===== config.mk =====
export PLATFORM = sky130hd
export DESIGN_NAME = frame_rx_4b6b
export DESIGN_NICKNAME = d
export VERILOG_FILES = /design/src/rtl/frame_rx_4b6b.sv
export SDC_FILE = /design/constraint.sdc
export NUM_CORES = 1
export LEC_CHECK = 0
export ABC_AREA = 1
export CORE_MARGIN = 2
export CORE_UTILIZATION = 39
export CTS_BUF_LIST = sky130_fd_sc_hd__clkbuf_8 sky130_fd_sc_hd__clkbuf_16
export DETAILED_ROUTE_END_ITERATION = 8
export PLACE_DENSITY_LB_ADDON = 0.12
export SLEW_MARGIN = 0
export SYNTH_ARGS = -nofsm -noshare
export SYNTH_HDL_FRONTEND = slang
export SYNTH_SLANG_ARGS = --single-unit
export TNS_END_PERCENT = 30

===== constraint.sdc =====
create_clock -name clk -period 4.2 [get_ports clk]
set_input_delay 0.84 -clock clk [delete_from_list [all_inputs] [get_ports clk]]
set_output_delay 0.84 -clock clk [all_outputs]
set_load 0.005 [all_outputs]

===== src/rtl/frame_rx_4b6b.sv =====
module frame_rx_4b6b #(
  parameter logic [11:0] START   = 12'hB38,
  parameter int          MAX_LEN = 67,
  parameter int          BAD_W   = 16,
  localparam int         IDX_W   = $clog2(MAX_LEN + 1)
) (
  input  logic             clk,
  input  logic             rst_n,
  input  logic             bit_vld,
  input  logic [11:0]      win,
  input  logic             clr_full,
  output logic             wr_en,
  output logic [7:0]       wr_data,
  output logic [IDX_W-1:0] wr_idx,
  output logic             full,
  output logic             active,
  output logic [BAD_W-1:0] bad_cnt
);

  function automatic logic [3:0] dec6(input logic [5:0] s);
    case (s)
      6'h0D: dec6 = 4'h0;  6'h0E: dec6 = 4'h1;
      6'h13: dec6 = 4'h2;  6'h15: dec6 = 4'h3;
      6'h16: dec6 = 4'h4;  6'h19: dec6 = 4'h5;
      6'h1A: dec6 = 4'h6;  6'h1C: dec6 = 4'h7;
      6'h23: dec6 = 4'h8;  6'h25: dec6 = 4'h9;
      6'h26: dec6 = 4'hA;  6'h29: dec6 = 4'hB;
      6'h2A: dec6 = 4'hC;  6'h2C: dec6 = 4'hD;
      6'h32: dec6 = 4'hE;  6'h34: dec6 = 4'hF;
      default: dec6 = 4'h0;
    endcase
  endfunction

  logic [3:0]       bcnt;
  logic [IDX_W-1:0] idx;
  logic [7:0]       len_q;

  wire [7:0] byte_w  = {dec6(win[5:0]), dec6(win[11:6])};
  wire       first   = (idx == '0);
  wire [7:0] len_w   = first ? byte_w : len_q;
  wire       len_bad = first && ((byte_w < 8'd7) || (32'(byte_w) > MAX_LEN));
  wire       last    = (32'(idx) + 1) >= 32'(len_w);
  wire       grp     = active && bit_vld && (bcnt == 4'd11);

  always_ff @(posedge clk) begin
    if (!rst_n) begin
      bcnt    <= '0;
      idx     <= '0;
      len_q   <= '0;
      active  <= 1'b0;
      full    <= 1'b0;
      bad_cnt <= '0;
      wr_en   <= 1'b0;
      wr_data <= '0;
      wr_idx  <= '0;
    end else begin
      wr_en <= 1'b0;
      if (clr_full) full <= 1'b0;
      if (bit_vld && !active) begin
        if (!full && win == START) begin
          active <= 1'b1;
          bcnt   <= '0;
          idx    <= '0;
        end
      end else if (bit_vld && !grp) begin
        bcnt <= bcnt + 4'd1;
      end else if (grp) begin
        bcnt <= '0;
        if (len_bad) begin
          active <= 1'b0;
          if (bad_cnt != '1) bad_cnt <= bad_cnt + 1'b1;
        end else begin
          wr_en   <= 1'b1;
          wr_data <= byte_w;
          wr_idx  <= idx;
          idx     <= idx + 1'b1;
          if (first) len_q <= byte_w;
          if (last) begin
            active <= 1'b0;
            full   <= 1'b1;
          end
        end
      end
    end
  end

endmodule


# ---- After elaboration in Yosys (flattened, before gate mapping)
# Memories as Yosys holds them, arrays and structs flattened.
# Cells that the tools add are included.
dict set report totals {
  mem_bits_ro 512
  regBits 53
  n_memories 2
  elab_cells 72
  in_bits 16
}
dict set report op_classes {
  addsub 4
  reduce_logical 20
  order_cmp 3
  eq_ne 6
  n_bitwise 5
  n_mux 23
}
# memory words word_bits rd rd_ports_with_merged_regs wr line
set mem_list {}
lappend mem_list {{(no name shown)} 64 4 1 0 0 21} ;# case (s)
lappend mem_list {{(no name shown)} 64 4 1 0 0 21}
# op count
set ops {}
lappend ops {{7-bit 2-to-1 mux} 5}
lappend ops {{16-bit by 1-bit adder with 16-bit output, second input constant} 1}
lappend ops {{4-bit 2-to-1 mux} 4}
lappend ops {{16-bit != test, second input constant} 1}
lappend ops {{1-bit 2-to-1 mux} 13}
lappend ops {{12-bit == test, second input constant} 1}
lappend ops {{4-bit AND reduction} 3}
lappend ops {{7-bit by 1-bit adder with 8-bit output, second input constant} 1}
lappend ops {{8-bit greater-or-equal comparator} 1}
lappend ops {{8-bit by 7-bit > comparator with 1-bit output, second input constant} 1}
lappend ops {{8-bit by 3-bit less-than comparator with 1-bit output, second input constant} 1}
lappend ops {{8-bit 2-to-1 mux} 1}
lappend ops {{7-bit by 1-bit adder with 7-bit output, second input constant} 1}
lappend ops {{7-bit logical NOT} 1}
lappend ops {{1-bit logical AND} 6}
lappend ops {{3-bit nonzero test} 2}
lappend ops {{1-bit inverter} 5}
lappend ops {{5-bit AND reduction} 1}
lappend ops {{4-bit by 1-bit adder with 4-bit output, second input constant} 1}
lappend ops {{4-bit == test, second input constant} 1}
lappend ops {{2-bit by 1-bit != test with 1-bit output, second input constant} 2}
lappend ops {{4-bit OR reduction} 1}
lappend ops {{1-bit logical NOT} 3}
lappend ops {{2-bit != test, second input constant} 1}
lappend ops {{other kinds (3)} 3}

# ---- Longest topological paths before layout
dict set report logic_depth {
  word_depth 8
  ltp_mapped 19
  depth_no_buf 19
}

# ---- Least setup slack after synthesis
# Ideal clock, no wire load.
dict set report synth_path {
  kind {input to register}
  startpoint {input port win[6]}
  endpoint {register full}
  setup_ns 0.115
  slack_ns 1.432
  arrival_ns 2.653
  path_stages 17
  cell_sequence {inv_1 > ha_1 > nand2_1 > nand2_1 > nand3_1 > nand2_1 > nand2_1 > nand2_1 > o21ai_0 > ha_1 > a21oi_1 > o21ai_0 > nand2_1 > o211ai_1 > a21oi_1 > nor2_1 > o21a_1}
}
dict set report synth_via {
  elab_chain_cells 8
  word_cells_on_any_way 12
  classes_between {order compare (3); mux (6); reduce/logical (2); memory (1)}
}
# element line
set synth_lines {}
lappend synth_lines {{start, declared} 10} ;# input logic [11:0] win,
lappend synth_lines {{memory read 64 x 4 bit (*)} --}
lappend synth_lines {{8-bit 2-to-1 mux, or another cell as far along} --}
lappend synth_lines {{8-bit greater-or-equal comparator / 1-bit logical OR (equally long branches)} {42, 41}}
lappend synth_lines {{1-bit 2-to-1 mux / 1-bit logical AND (equally long branches)} {78, 41}}
lappend synth_lines {{1-bit 2-to-1 mux (*)} 69} ;# if (len_bad) begin
lappend synth_lines {{1-bit 2-to-1 mux (*)} 67} ;# end else if (grp) begin
lappend synth_lines {{1-bit 2-to-1 mux (*)} 65} ;# end else if (bit_vld && !grp) begin
lappend synth_lines {{1-bit 2-to-1 mux (*)} 59} ;# if (bit_vld && !active) begin
lappend synth_lines {{end signal, assigned} 51} ;# full <= 1'b0;
lappend synth_lines {{end signal, assigned} 58} ;# if (clr_full) full <= 1'b0;
lappend synth_lines {{end signal, assigned} 80} ;# full <= 1'b1;
lappend synth_lines {{end, declared} 15} ;# output logic full,
# Every way passes the cells marked *; elsewhere a longest branch is shown, timed or not.
# A chain may end at the register's enable or synchronous reset.

# ---- Worst setup path in the final report
# Same ends and word-level chain as after synthesis.

==> metrics.txt <==
core utilization of the finished layout=48.53%; worst reg2reg path startpoint=idx[0]; master cell of the clock root buffer=sky130_fd_sc_hd__clkbuf_8; Sink Count=53; final global-route overflow total=0; Post-CTS Setup Bufs=0; Seq. cell area=1061 µm²; measured slew at the worst slew-check pin=502.7 ps; switching component of the power=0.2472 mW; setup_tns=0 ps; final worst-path cycle share=81.29%; Filler Cells Inserted=856; count of nets after finishing=589; Worst EP required=4410 ps; maximum number of buffers from clock root to sink=2; number of CTS-inserted buffers=5; worst setup path class=input port to flip-flop; netlist area before placement=3348 µm²; area growth from synthesis to layout=19.69%; layout cell share with drive strength beyond 1=5.957%; minimum setup slack after placement=464.3 ps; CP Capture Point=full; maximum frequency from static timing analysis=292.9 MHz; die outline area=9342 µm²; area of the multi-input gates=2004 µm²; arrival time worst endpoint=3620 ps; largest net degree at the start of global routing=36; Final min period=3414 ps; hold-fix buffer count after cts=0; r2r worst-path depth=13; drt via density=4.868; worst-case clock skew=6.146 ps; GRT Overall Usage=16.90%; logic gate share of total power=12.4%; # diodes=0; # IOs=50; TritonCTS clock tree=done; Avg Inst Size Synth=6.578 µm²; Synthesis Warnings=0; count of pins over their slew limit=0; die height=96.66 µm; Flop pwr share=51.1%; worst setup path start=win[6]; worst-path maximum fanout=5; Worst setup EP type=flip-flop; latest clock arrival within the worst-skew pair=310 ps; relative slew slack=66.18%; status=completed; HP Class=flip-flop to flip-flop; clock transition at the register clock pins on the worst setup and hold paths after CTS=90 ps; total wire length after detailed routing=7.674 mm; peak ir drop on the vdd network=0.1345 mV; terminus of the critical flop-to-flop path=full; sequential fraction of the synthesis area=31.69%; switching power share of the total=25.02%; DR WL/cell=11.64 µm; Setup WS post-layout=785.9 ps; vias in the first global route=3013; Clock power frac=36.5%; total nets after synthesis=545; Fin. Hold Viols=0; Cell Area, Placed=3891 µm²; detailed router's first-iteration violation count=95; power consumption=0.9880 mW; number of antenna violations at the first check in global routing=0; power density cells=246.5 nW/µm²; Placeable Area=8258 µm²; wire length of the first global-routing pass=13.61 mm; Cell variety after synth=33; cell-internal power=0.7408 mW; initial cell density of the core=40.55%; DR DRC count=0; gate count of the mapped netlist=509; Detailed Place HPWL=5.740 mm; site row count=33; Die X=96.66 µm; post-route cell area=4008 µm²; internal reg-to-reg setup slack=1490 ps; # resized after CTS=0; H-Tree Depth=2; final-report setup violation count=0; max-capacitance violation count=0; count of state elements after synthesis=53; worst hold path cell count=2; Startpoint Class=input port; count of TritonRoute iterations in the first routing pass=4; RePlAce Congestion=0.8783; setup repair after global routing missed its margin=false; count of input and output buffers=49; Antenna Violating Nets Remaining=0; via count=3208; reported leakage power=1.657 nW
## cells in the mapped netlist
library cell / instances / area [µm²]
sky130_fd_sc_hd__dfxtp_1: 53 / 1061
sky130_fd_sc_hd__o21ai_1: 1 / 5.000
sky130_fd_sc_hd__nand4_2: 1 / 12.51
sky130_fd_sc_hd__inv_2: 5 / 18.77
sky130_fd_sc_hd__xor2_1: 11 / 96.34
sky130_fd_sc_hd__nand3_2: 2 / 20.02
sky130_fd_sc_hd__nor4_1: 3 / 18.77
sky130_fd_sc_hd__nor2_1: 70 / 262.8
sky130_fd_sc_hd__nand2_4: 1 / 11.26
sky130_fd_sc_hd__buf_2: 1 / 5.000
sky130_fd_sc_hd__nor3_1: 8 / 40.04
sky130_fd_sc_hd__inv_1: 42 / 157.7
sky130_fd_sc_hd__buf_12: 1 / 20.02
sky130_fd_sc_hd__xnor2_1: 7 / 61.31
sky130_fd_sc_hd__a21oi_1: 35 / 175.2
sky130_fd_sc_hd__nand2_1: 145 / 544.3
sky130_fd_sc_hd__nand4_1: 5 / 31.28
sky130_fd_sc_hd__ha_1: 20 / 250.2
sky130_fd_sc_hd__o21ai_0: 26 / 130.1
sky130_fd_sc_hd__nor3_4: 1 / 16.27
sky130_fd_sc_hd__nor2_4: 1 / 11.26
sky130_fd_sc_hd__buf_6: 1 / 11.26
sky130_fd_sc_hd__nand2_2: 7 / 43.79
sky130_fd_sc_hd__a21oi_2: 5 / 43.79
sky130_fd_sc_hd__clkbuf_2: 1 / 5.000
sky130_fd_sc_hd__nor3b_1: 2 / 15.01
sky130_fd_sc_hd__inv_6: 1 / 8.760
sky130_fd_sc_hd__clkinv_1: 1 / 3.750
sky130_fd_sc_hd__o21a_1: 1 / 7.510
sky130_fd_sc_hd__clkbuf_1: 6 / 22.52
sky130_fd_sc_hd__buf_4: 4 / 30.03
sky130_fd_sc_hd__o211ai_1: 1 / 7.510
sky130_fd_sc_hd__nand3_1: 40 / 200.2
## per-layer routing
metal | track usage (%) | vias up | share of wire [%]
li1 | - | 1719 | -
met1 | 22.23 | 1412 | 50
met2 | 28.95 | 67 | 45
met3 | 3.251 | 10 | 4.2
met4 | 3.359 | 0 | 1.2
met5 | 0 | - | 0
## per-stage QoR
step	hold WS [ps]	cells
finish	468.3	659
CTS	471.9	659
detailed placement	456.1	651
global route	505.5	659
global placement	454.6	651
floorplan	443.7	509
## state kept, by name, summed over array words and instances, names as in the netlist
signal and count:
bad_cnt 16, len_q 8, wr_data 8, idx 7, wr_idx 7, bcnt 4
active 1, full 1, wr_en 1
## area by class of cell
class,instances,share of cell area [%]
repair buffers,51,12.61
clock inverters,2,0.8430
inverters,49,4.714
clock buffers,6,2.061
well taps,105,3.278
multi-input cells,393,50.02
flip-flops and latches,53,26.48
## power groups by stage
stage | Combinational [mW] | Clock [mW] | Sequential, mW
finish | 0.123 | 0.361 | 0.504
global route | 0.141 | 0.397 | 0.505
CTS | 0.123 | 0.376 | 0.505
detailed placement | 0.122 | 0 | 0.516
global placement | 0.122 | 0 | 0.516
floorplan | 0.0823 | 0 | 0.516
## worst min path at each step
stage	slack [ps]	startpoint	endpoint
CTS	470	len_q[0]	len_q[0]
finish	470	len_q[0]	len_q[0]
global route	510	wr_data[5]	wr_data[5]
detailed placement	460	len_q[0]	len_q[0]
global placement	450	len_q[0]	len_q[0]
floorplan	440	len_q[0]	len_q[0]
## critical path, stage by stage
cell                              delay, ps
sky130_fd_sc_hd__clkdlybuf4s50_1        510
sky130_fd_sc_hd__inv_1                   80
sky130_fd_sc_hd__ha_1                   210
sky130_fd_sc_hd__nand2_1                130
sky130_fd_sc_hd__nand2_1                100
sky130_fd_sc_hd__nand3_1                 80
sky130_fd_sc_hd__nand2_1                 80
sky130_fd_sc_hd__nand2_1                 60
sky130_fd_sc_hd__nand2_1                130
sky130_fd_sc_hd__o21ai_0                270
sky130_fd_sc_hd__ha_1                   300
sky130_fd_sc_hd__a21oi_1                140
sky130_fd_sc_hd__o21ai_0                 90
sky130_fd_sc_hd__nand2_1                 70
sky130_fd_sc_hd__o211ai_1                80
sky130_fd_sc_hd__a21oi_1                200
sky130_fd_sc_hd__nor2_1                  90
sky130_fd_sc_hd__o21a_1                 170
## placed cells by master, fill, tap and decap left out, drive strengths merged
master,netlist,routed
bufinv,0,1
nand4,6,6
dfxtp,53,53
clkdlybuf4s50,0,49
clkinv,1,1
nor3b,2,2
xor2,11,11
buf,7,2
o21a,1,1
o21ai,27,27
ha,20,20
clkbuf,7,6
nor2,71,71
xnor2,7,7
a21oi,40,40
inv,48,49
nor4,3,3
nor3,9,9
nand2,153,153
nand3,42,42
o211ai,1,1
## cell families after synthesis
| group | count (synthesis) | share of synthesized area, % |
|---|---|---|
| AND/OR/NAND/NOR | 286 | 36.66 |
| AO/OA/AOI/OAI | 69 | 11.02 |
| buffers and inverters | 63 | 8.445 |
| flip-flops | 53 | 31.69 |
| adder cells (fa/ha/maj) | 20 | 7.474 |
| XOR/XNOR | 18 | 4.708 |
No activity file was read; power rests on OpenSTA's default activity.
